<file path="src/rtl/dly_pkg.sv">
package dly_pkg;
  typedef enum logic [1:0] {
    MODE_SHORT = 2'd0,
    MODE_MED   = 2'd1,
    MODE_LONG  = 2'd2,
    MODE_ALT   = 2'd3
  } dly_mode_e;

  typedef enum logic [1:0] {
    ST_IDLE = 2'd0,
    ST_RUN  = 2'd1,
    ST_RLD  = 2'd2
  } dly_state_e;
endpackage

</file>
<file path="src/rtl/dly_prescaler.sv">
module dly_prescaler #(
  parameter int P1_W = 2,
  parameter int P2_W = 4
) (
  input  logic clk_i,
  input  logic rst_ni,
  input  logic clr_i,
  input  logic en_i,
  output logic tick_mid_o,
  output logic tick_out_o
);
  logic [P1_W-1:0] p1_q;
  logic [P2_W-1:0] p2_q;

  assign tick_mid_o = en_i && (p1_q == '1);
  assign tick_out_o = tick_mid_o && (p2_q == '1);

  always_ff @(posedge clk_i or negedge rst_ni) begin
    if (!rst_ni) begin
      p1_q <= '0;
      p2_q <= '0;
    end else if (clr_i) begin
      p1_q <= '0;
      p2_q <= '0;
    end else if (en_i) begin
      p1_q <= p1_q + 1'b1;
      if (tick_mid_o) p2_q <= p2_q + 1'b1;
    end
  end
endmodule

</file>
<file path="src/rtl/dly_downcnt.sv">
module dly_downcnt #(
  parameter int W    = 16,
  parameter bit WRAP = 1'b0
) (
  input  logic         clk_i,
  input  logic         rst_ni,
  input  logic         load_i,
  input  logic [W-1:0] preset_i,
  input  logic         en_i,
  output logic         tc_o,
  output logic         done_o
);
  localparam logic [W-1:0] ONE = {{(W-1){1'b0}}, 1'b1};

  logic [W-1:0] cnt_q;
  logic [W-1:0] preset_c;
  logic         done_q;

  // zero preset clamps to one
  assign preset_c = (preset_i == '0) ? ONE : preset_i;
  assign tc_o     = en_i && (cnt_q == ONE);
  assign done_o   = done_q;

  always_ff @(posedge clk_i or negedge rst_ni) begin
    if (!rst_ni) begin
      cnt_q  <= ONE;
      done_q <= 1'b0;
    end else if (load_i) begin
      cnt_q  <= preset_c;
      done_q <= 1'b0;
    end else if (en_i) begin
      if (cnt_q == ONE) begin
        done_q <= 1'b1;
        if (WRAP) cnt_q <= preset_c;
      end else begin
        cnt_q <= cnt_q - 1'b1;
      end
    end
  end


  cnt_never_zero_chk: assert property (@(posedge clk_i) disable iff (!rst_ni)
    cnt_q != '0);
endmodule

</file>
<file path="src/rtl/dly_coarse_timer.sv">
module dly_coarse_timer
  import dly_pkg::*;
#(
  parameter int CNT_W      = 16,
  parameter int P1_W       = 2,
  parameter int P2_W       = 4,
  parameter int LONG_DIV   = 32768,
  parameter int RELOAD_CYC = 66
) (
  input  logic             clk_i,
  input  logic             rst_ni,
  input  logic             trig_i,
  input  logic [1:0]       mode_i,
  input  logic [CNT_W-1:0] cnt_lo_i,
  input  logic [CNT_W-1:0] cnt_hi_i,
  output logic             done_o,
  output logic             busy_o
);
  localparam int DIV_W = $clog2(LONG_DIV + 1);
  localparam int RLD_W = $clog2(RELOAD_CYC);
  localparam logic [RLD_W-1:0] RLD_LAST = RLD_W'(RELOAD_CYC - 1);
  localparam logic [CNT_W-1:0] MED_MASK = {1'b0, {(CNT_W-1){1'b1}}};
  localparam logic [DIV_W-1:0] DIV_PRE  = DIV_W'(LONG_DIV);

  dly_state_e       state_q;
  dly_mode_e        mode_q;
  logic [RLD_W-1:0] rld_q;
  logic             sync1_q, done_q;
  logic             run, load, accept, fire;
  logic             tick4, tick64;
  logic             div_en, div_tc, div_done;
  logic             mid_tc, mid_done;
  logic             fin_en, fin_tc, fin_done, cmp_done;
  logic [CNT_W-1:0] fin_pre;

  assign run    = (state_q == ST_RUN);
  assign load   = !run;
  assign accept = (state_q == ST_IDLE) && trig_i;
  assign fire   = run && tick4 && sync1_q;
  assign busy_o = (state_q != ST_IDLE);
  assign done_o = done_q;

  dly_prescaler #(.P1_W(P1_W), .P2_W(P2_W)) u_pre (
    .clk_i, .rst_ni, .clr_i(load), .en_i(run),
    .tick_mid_o(tick4), .tick_out_o(tick64)
  );

  // medium mode ignores the top preset bit
  assign fin_pre = (dly_mode_e'(mode_i) == MODE_MED) ? (cnt_lo_i & MED_MASK) : cnt_lo_i;
  assign div_en  = tick64 && (mode_q == MODE_LONG);
  assign fin_en  = tick64 && ((mode_q == MODE_MED) || ((mode_q == MODE_LONG) && mid_done));

  always_comb begin
    unique case (mode_q)
      MODE_MED, MODE_LONG: cmp_done = fin_done;
      default:             cmp_done = 1'b1;
    endcase
  end

  dly_downcnt #(.W(DIV_W), .WRAP(1'b1)) u_div (
    .clk_i, .rst_ni, .load_i(load), .preset_i(DIV_PRE), .en_i(div_en),
    .tc_o(div_tc), .done_o(div_done)
  );

  dly_downcnt #(.W(CNT_W), .WRAP(1'b0)) u_mid (
    .clk_i, .rst_ni, .load_i(load), .preset_i(cnt_hi_i), .en_i(div_tc),
    .tc_o(mid_tc), .done_o(mid_done)
  );

  dly_downcnt #(.W(CNT_W), .WRAP(1'b0)) u_fin (
    .clk_i, .rst_ni, .load_i(load), .preset_i(fin_pre), .en_i(fin_en),
    .tc_o(fin_tc), .done_o(fin_done)
  );

  always_ff @(posedge clk_i or negedge rst_ni) begin
    if (!rst_ni) begin
      state_q <= ST_IDLE;
      mode_q  <= MODE_SHORT;
      rld_q   <= '0;
      sync1_q <= 1'b0;
      done_q  <= 1'b0;
    end else begin
      done_q <= fire;
      unique case (state_q)
        ST_IDLE: if (accept) begin
          state_q <= ST_RUN;
          mode_q  <= dly_mode_e'(mode_i);
          sync1_q <= 1'b0;
        end
        ST_RUN: begin
          // first sync on /64 tick, second on /4 tick
          if (tick64) sync1_q <= cmp_done;
          if (fire) begin
            state_q <= ST_RLD;
            rld_q   <= '0;
          end
        end
        default: begin
          sync1_q <= 1'b0;
          if (rld_q == RLD_LAST) state_q <= ST_IDLE;
          else                   rld_q   <= rld_q + 1'b1;
        end
      endcase
    end
  end


  trig_accept_chk: assert property (@(posedge clk_i) disable iff (!rst_ni)
    (!busy_o && trig_i) |=> busy_o);

  done_after_sync_chk: assert property (@(posedge clk_i) disable iff (!rst_ni)
    done_o |-> $past(sync1_q));

  done_pulse_chk: assert property (@(posedge clk_i) disable iff (!rst_ni)
    done_o |=> !done_o);

  reload_len_chk: assert property (@(posedge clk_i) disable iff (!rst_ni)
    $fell(busy_o) |-> ($past(rld_q) == RLD_LAST));

  busy_hold_chk: assert property (@(posedge clk_i) disable iff (!rst_ni)
    (busy_o && !done_o && !(state_q == ST_RLD && rld_q == RLD_LAST)) |=> busy_o);
endmodule

</file>
<file path="config.mk">
export PLATFORM = sky130hd
export DESIGN_NAME = dly_coarse_timer
export DESIGN_NICKNAME = d
export VERILOG_FILES = /design/src/rtl/dly_pkg.sv /design/src/rtl/dly_prescaler.sv /design/src/rtl/dly_downcnt.sv /design/src/rtl/dly_coarse_timer.sv
export SDC_FILE = /design/constraint.sdc
export NUM_CORES = 1
export LEC_CHECK = 0
export BUFFER_PORTS_ARGS = -buffer_cell sky130_fd_sc_hd__buf_2
export CAP_MARGIN = 20
export CORE_MARGIN = 2
export CORE_UTILIZATION = 45
export DETAILED_ROUTE_END_ITERATION = 8
export GPL_TIMING_DRIVEN = 1
export PLACE_DENSITY_LB_ADDON = 0.1
export SKIP_LAST_GASP = 1
export SLEW_MARGIN = 20
export SYNTH_ARGS = -nofsm -noshare
export SYNTH_HDL_FRONTEND = slang
export SYNTH_HIERARCHICAL = 1
export SYNTH_SLANG_ARGS = --single-unit
</file>
<file path="constraint.sdc">
create_clock -name clk_i -period 3.7 [get_ports clk_i]
set_input_delay 1.11 -clock clk_i [delete_from_list [all_inputs] [get_ports clk_i]]
set_output_delay 1.11 -clock clk_i [all_outputs]
set_load 0.1 [all_outputs]
</file>
==> out/metrics.cfg, run 1 <==
[routing]
drcViolationCount=0
vias_per_cell=5.72
antenna_left=0
wl_microns=10700
drtIter0Drc=137
dr.max_layer_used=met4
drt-met1-wl_microns=5040
routedWlPerCell_microns=15.1
dr_wl_met3_microns=463
wl_met2_microns=5030
first_pass_iters=4
vias=4053

[global_routing]
grt_pass1_vias=3896
grt_overflow=0
grt_max_degree=48
grt_usage_pct=20.3
grt_pass1_wl_microns=18500
antenna_found_initial=0

[sta]
max_freq_mhz=297
worst_pin_slew_ps=791
report.final.slew_viol_count=0
finalCritPeriodShare_pct=91.0
whs_ps=514
fin_ws_ps=333
period_needed_ps=3370
relSlewSlack_pct=47.3
finalSetupViolations=0
rsz0062_at_grt=no
hold_viol=0
fin_skew_ps=6.94
fin_setup_tns_ps=0

[critical_path]
cp-end-kind=flop
cp.required_ps=3940
path_class=flop to flop
crit_fanout=9
cp.arrival_ps=3600
reg2reg_to=u_mid/cnt_q[13]
reg2regPathDepth=11
reg2reg_from=state_q[0]
r2r_slack_ps=330
start_kind=flop

[die]
coreArea_sq_um=10100
die_w_microns=105
io_pins=39
die_h_microns=105
rows=37
dieArea_sq_um=11100
start_util_pct=45.6

[job]
maxCapViolations=0

[finish]
area_delta_synth_final_pct=14.3
final_common_cell=dfrtp_1
final_cell_mix=66 x dfrtp_1, 44 x nand2_1, 44 x nor2_1
final_area_sq_um=5280
diodes=0
nNetsFinal=616
drive_gt1_share_pct=18.4
num-fill-cells=977

[pwr]
peakVddDrop_mv=0.241
swShare_pct=24.2
pwr-share-comb_pct=7.5
power_density_nw_per_um2=326
seqPwrFrac_pct=47.9
finalPower_mw=1.72
clkPwrFrac_pct=44.6
p_leak_nw=2.13
p_sw_mw=0.418
p_int_mw=1.31

[logic_synthesis]
syn_inst=499
avgSynthCellArea_sq_um=9.26
synth_area_sq_um=4620
yosysWarnings=6

[cts]
root_buffer=clkbuf_8
insertion_delay_ps=350
htreeDepth=3
numCtsBuffers=9
clk_pin_slew_ps=80
post_cts_buffers=0
ctsResizeCount=0
cts_hold_buf=0
tritoncts=done
clock_sinks=69
cts_max_path_buffers=2

[min_path]
hp-class=flop to flop
holdPathStages=1
min_delay_worst_endpoint=u_mid/done_o
holdCritStartpoint=u_mid/done_o

[status]
outcome=finished clean

[placement]
hpwl_microns=7560
io_buffer_count=38
place_ws_ps=265
gp_congestion=0.801
placed_area_sq_um=5020

[state kept, by name, summed over array words and instances (netlist names)]
register / count
u_mid/done_o: 1
done_o: 1
u_fin/done_o: 1
mode_q: 2
u_pre/p1_q: 2
u_mid/cnt_q: 16
u_pre/p2_q: 4
u_fin/cnt_q: 16
state_q: 2
u_div/cnt_q: 16
sync1_q: 1
rld_q: 7
[critical path, stage by stage (launching register included)]
cell and delay, ps:
dfrtp_1 440, nor2b_1 210, nand3_1 140, nor2_1 220, and2_1 310, nor3b_4 340
and2_1 320, and2_1 190, nor4b_2 250, nand3_2 220, o311a_1 350, a221o_1 260
[worst max path at each step]
stage	from	endpoint	slack (ps)	depth (start not counted)
finish	state_q[0]	u_mid/cnt_q[13]	330	11
global route	state_q[0]	u_mid/cnt_q[15]	60	11
CTS	state_q[0]	u_mid/cnt_q[13]	230	11
detailed placement	state_q[0]	u_mid/cnt_q[13]	260	11
global placement	state_q[0]	u_mid/cnt_q[13]	380	11
floorplan	state_q[0]	u_mid/cnt_q[13]	460	13
[per-stage QoR]
step	util, %	instances
global route	52.1	708
detailed placement	49.5	692
floorplan	-	529
CTS	51.9	708
global placement	49.5	692
finish	52.1	708
[area by class of cell]
type	instances	area [sq um]	area share, %
clock buffer	10	138	2.60
clock inverter	6	110	2.08
inverter	21	78.8	1.49
multi-input combinational	420	2790	52.9
sequential	69	1730	32.7
tap	136	170	3.22
timing repair buffer	46	263	4.97
[power groups by stage]
stage | sequential, mW | combinational [mW] | clock [mW]
after floorplan | 0.825 | 0.0807 | 0
after global placement | 0.839 | 0.128 | 0
after detailed placement | 0.839 | 0.130 | 0
after CTS | 0.825 | 0.130 | 0.791
after global routing | 0.832 | 0.148 | 0.825
final | 0.827 | 0.129 | 0.769
[per-layer routing]
metal / global-route usage, % / up-vias
met5: 0 / -
met4: 6.95 / 0
met3: 4.58 / 18
met2: 32.4 / 87
met1: 27.1 / 1932
li1: - / 2016
Power figures use the tool's default switching activity.
==> inputs of run 2 (changes only) <==
ABC_AREA = 1   (was default)
==> run 2 against run 1 <==
  * First-iteration DRC count rose by 130%
  * Synthesized cell count rose by 64%
  * Combinational power rose to 18 times the previous value
  * Final area rose by 12%
  * Worst hold slack got worse by 34 ps
  * Count of clock-buffer cells in the layout did not move
  * Cell count rose by 46%
  * Setup slack improved by 640 ps
  * Via count rose by 24%
  * Global-route usage rose by 0.17 points
  * Critical endpoint is now u_div/cnt_q[7]
  * Highest routed layer unchanged
==> out/metrics.cfg, run 2 <==
[status]
outcome=finished clean

[routing]
wl_microns=12000  ; +12%
drtIter0Drc=314  ; +130%
antenna_left=0  ; unchanged
first_pass_iters=5  ; +1
vias_per_cell=4.86  ; -15%
vias=5018  ; +24%
routedWlPerCell_microns=11.6  ; -23%
drcViolationCount=0  ; unchanged

[die]
rows=39  ; +5.4%
io_pins=39  ; unchanged
start_util_pct=45.8  ; +0.16 points
die_w_microns=111  ; +5.6%
die_h_microns=111  ; +5.6%
coreArea_sq_um=11300  ; +12%
dieArea_sq_um=12400  ; +12%

[sta]
period_needed_ps=2730  ; -638 ps
hold_viol=0  ; unchanged
fin_setup_tns_ps=0  ; unchanged
fin_skew_ps=9.48  ; +2.54 ps
max_freq_mhz=366  ; +23%
rsz0062_at_grt=no
report.final.slew_viol_count=0  ; unchanged
whs_ps=480  ; -34.0 ps
relSlewSlack_pct=53.1  ; +5.9 points
finalSetupViolations=0  ; unchanged
finalCritPeriodShare_pct=73.8  ; -17 points
fin_ws_ps=971  ; +638 ps
worst_pin_slew_ps=702  ; -88.6 ps

[pwr]
finalPower_mw=4.69  ; +170%
peakVddDrop_mv=0.368  ; +53%
seqPwrFrac_pct=30.7  ; -17 points
p_int_mw=2.45  ; +87%
pwr-share-comb_pct=49.0  ; +42 points
p_leak_nw=3.17  ; +49%
clkPwrFrac_pct=20.3  ; -24 points
p_sw_mw=2.24  ; +440%
swShare_pct=47.8  ; +24 points
power_density_nw_per_um2=795  ; +140%

[job]
maxCapViolations=0  ; unchanged

[finish]
final_cell_mix=299 x nand2_1, 140 x nor2_1, 88 x inv_1
multi_input_area_sq_um=3080  ; +10%
area_delta_synth_final_pct=13.7
diodes=0  ; unchanged
area.sequential_sq_um=1730  ; unchanged
drive_gt1_share_pct=11.5  ; -6.9 points
final_common_cell=nand2_1
nNetsFinal=934  ; +52%
reg.largest.list=u_div/cnt_q x16, u_fin/cnt_q x16, u_mid/cnt_q x16
num-fill-cells=1157  ; +18%

[logic_synthesis]
avgSynthCellArea_sq_um=6.32  ; -32%
synth_area_sq_um=5180  ; +12%
yosysWarnings=6  ; unchanged
syn_inst=819  ; +64%

[critical_path]
startpoint=state_q[1]
crit_fanout=35  ; +26
cp.required_ps=3930  ; about the same
cpPeakStageDelay_ps=540  ; +100 ps
cp_slowest_cell=inv_1
worstPathCellList=inv_2 -> nand2_4 -> inv_4 -> nand2_4 -> nor3_2 -> and2_1 -> nand2_1 -> inv_1 -> nor2_2 -> inv_1 -> o21ai_0 -> nand2_1 -> nand2_1
cp-end-kind=flop
cp.arrival_ps=2960  ; -640 ps
worst-path-buf-inv=4  ; +4
path_class=flop to flop
reg2reg_from=state_q[1]
path_delay_family=simple AND/OR/NAND/NOR gates
start_kind=flop
cpMostUsedCell=nand2_1

[cts]
cts_max_path_buffers=2  ; unchanged
cts_hold_buf=0  ; unchanged
tritoncts=done
htreeDepth=3  ; unchanged
clock_sinks=69  ; unchanged
insertion_delay_ps=340  ; about the same
root_buffer=clkbuf_16
numCtsBuffers=9  ; unchanged
ctsResizeCount=0  ; unchanged
post_cts_buffers=0  ; unchanged
clk_pin_slew_ps=60  ; -20 ps

[global_routing]
grt_max_degree=70  ; +46%
grt_pass1_wl_microns=21200  ; +14%
grt_usage_pct=20.5  ; +0.17 points
grt_pass1_vias=4755  ; +22%
antenna_found_initial=0  ; unchanged
grt_overflow=0  ; unchanged

[min_path]
holdCritStartpoint=u_fin/cnt_q[1]
hp-class=flop to flop

[placement]
hpwl_microns=8640  ; +14%
io_buffer_count=38  ; unchanged
gp_congestion=0.892  ; +11%
place_ws_ps=997  ; +732 ps

[run 2: area by class of cell]
cell class / instances / area share (%)
Multi-Input combinational cell: 671 / 52.3
Inverter: 95 / 6.18
Clock buffer: 10 / 4.06
Sequential cell: 69 / 29.4
Tap cell: 143 / 3.04
Clock inverter: 6 / 1.47
Timing Repair Buffer: 39 / 3.57
[run 2: final timing paths]
check | cells after the start | endpoint | slack (ps)
max | 13 | u_div/cnt_q[7] | 970
min | 2 | u_fin/cnt_q[1] | 480
max reg2reg | 13 | u_div/cnt_q[7] | 970
min reg2reg | 2 | u_fin/cnt_q[1] | 480
max in group asynchronous | 2 | u_fin/cnt_q[0] | 2560
min in group asynchronous | 2 | rld_q[5] | 780
[run 2: per-layer routing]
metal  GRT usage (%)  wire (microns)  up-vias
met1            26.5            5690     2274
li1                -               -     2644
met4            7.33             185        0
met5               0               0        -
met3            3.28             419       13
met2            34.7            5690       87
[run 2: power groups by stage]
| stage | registers (mW) | logic [mW] | clock network, mW |
|---|---|---|---|
| 2_1_floorplan | 1.35 | 1.97 | 0 |
| 4_1_cts | 1.44 | 2.31 | 0.970 |
| 3_5_place_dp | 1.44 | 2.30 | 0 |
| 5_1_grt | 1.49 | 2.68 | 1.00 |
| 3_3_place_gp | 1.44 | 2.25 | 0 |
| 6_report | 1.44 | 2.30 | 0.950 |
[run 2: through the flow]
stage | cells | cell area (sq um) | util, %
floorplan | 849 | 5290 | -
global placement | 1017 | 5570 | 49.2
detailed placement | 1017 | 5570 | 49.2
CTS | 1033 | 5890 | 52.0
global route | 1033 | 5890 | 52.0
finish | 1033 | 5890 | 52.0
[run 2: tightest hold or removal path, cell delays in order, from the launching register on]
cell and delay (ps):
dfrtp_1 340, nand2_1 60, o21ai_2 50
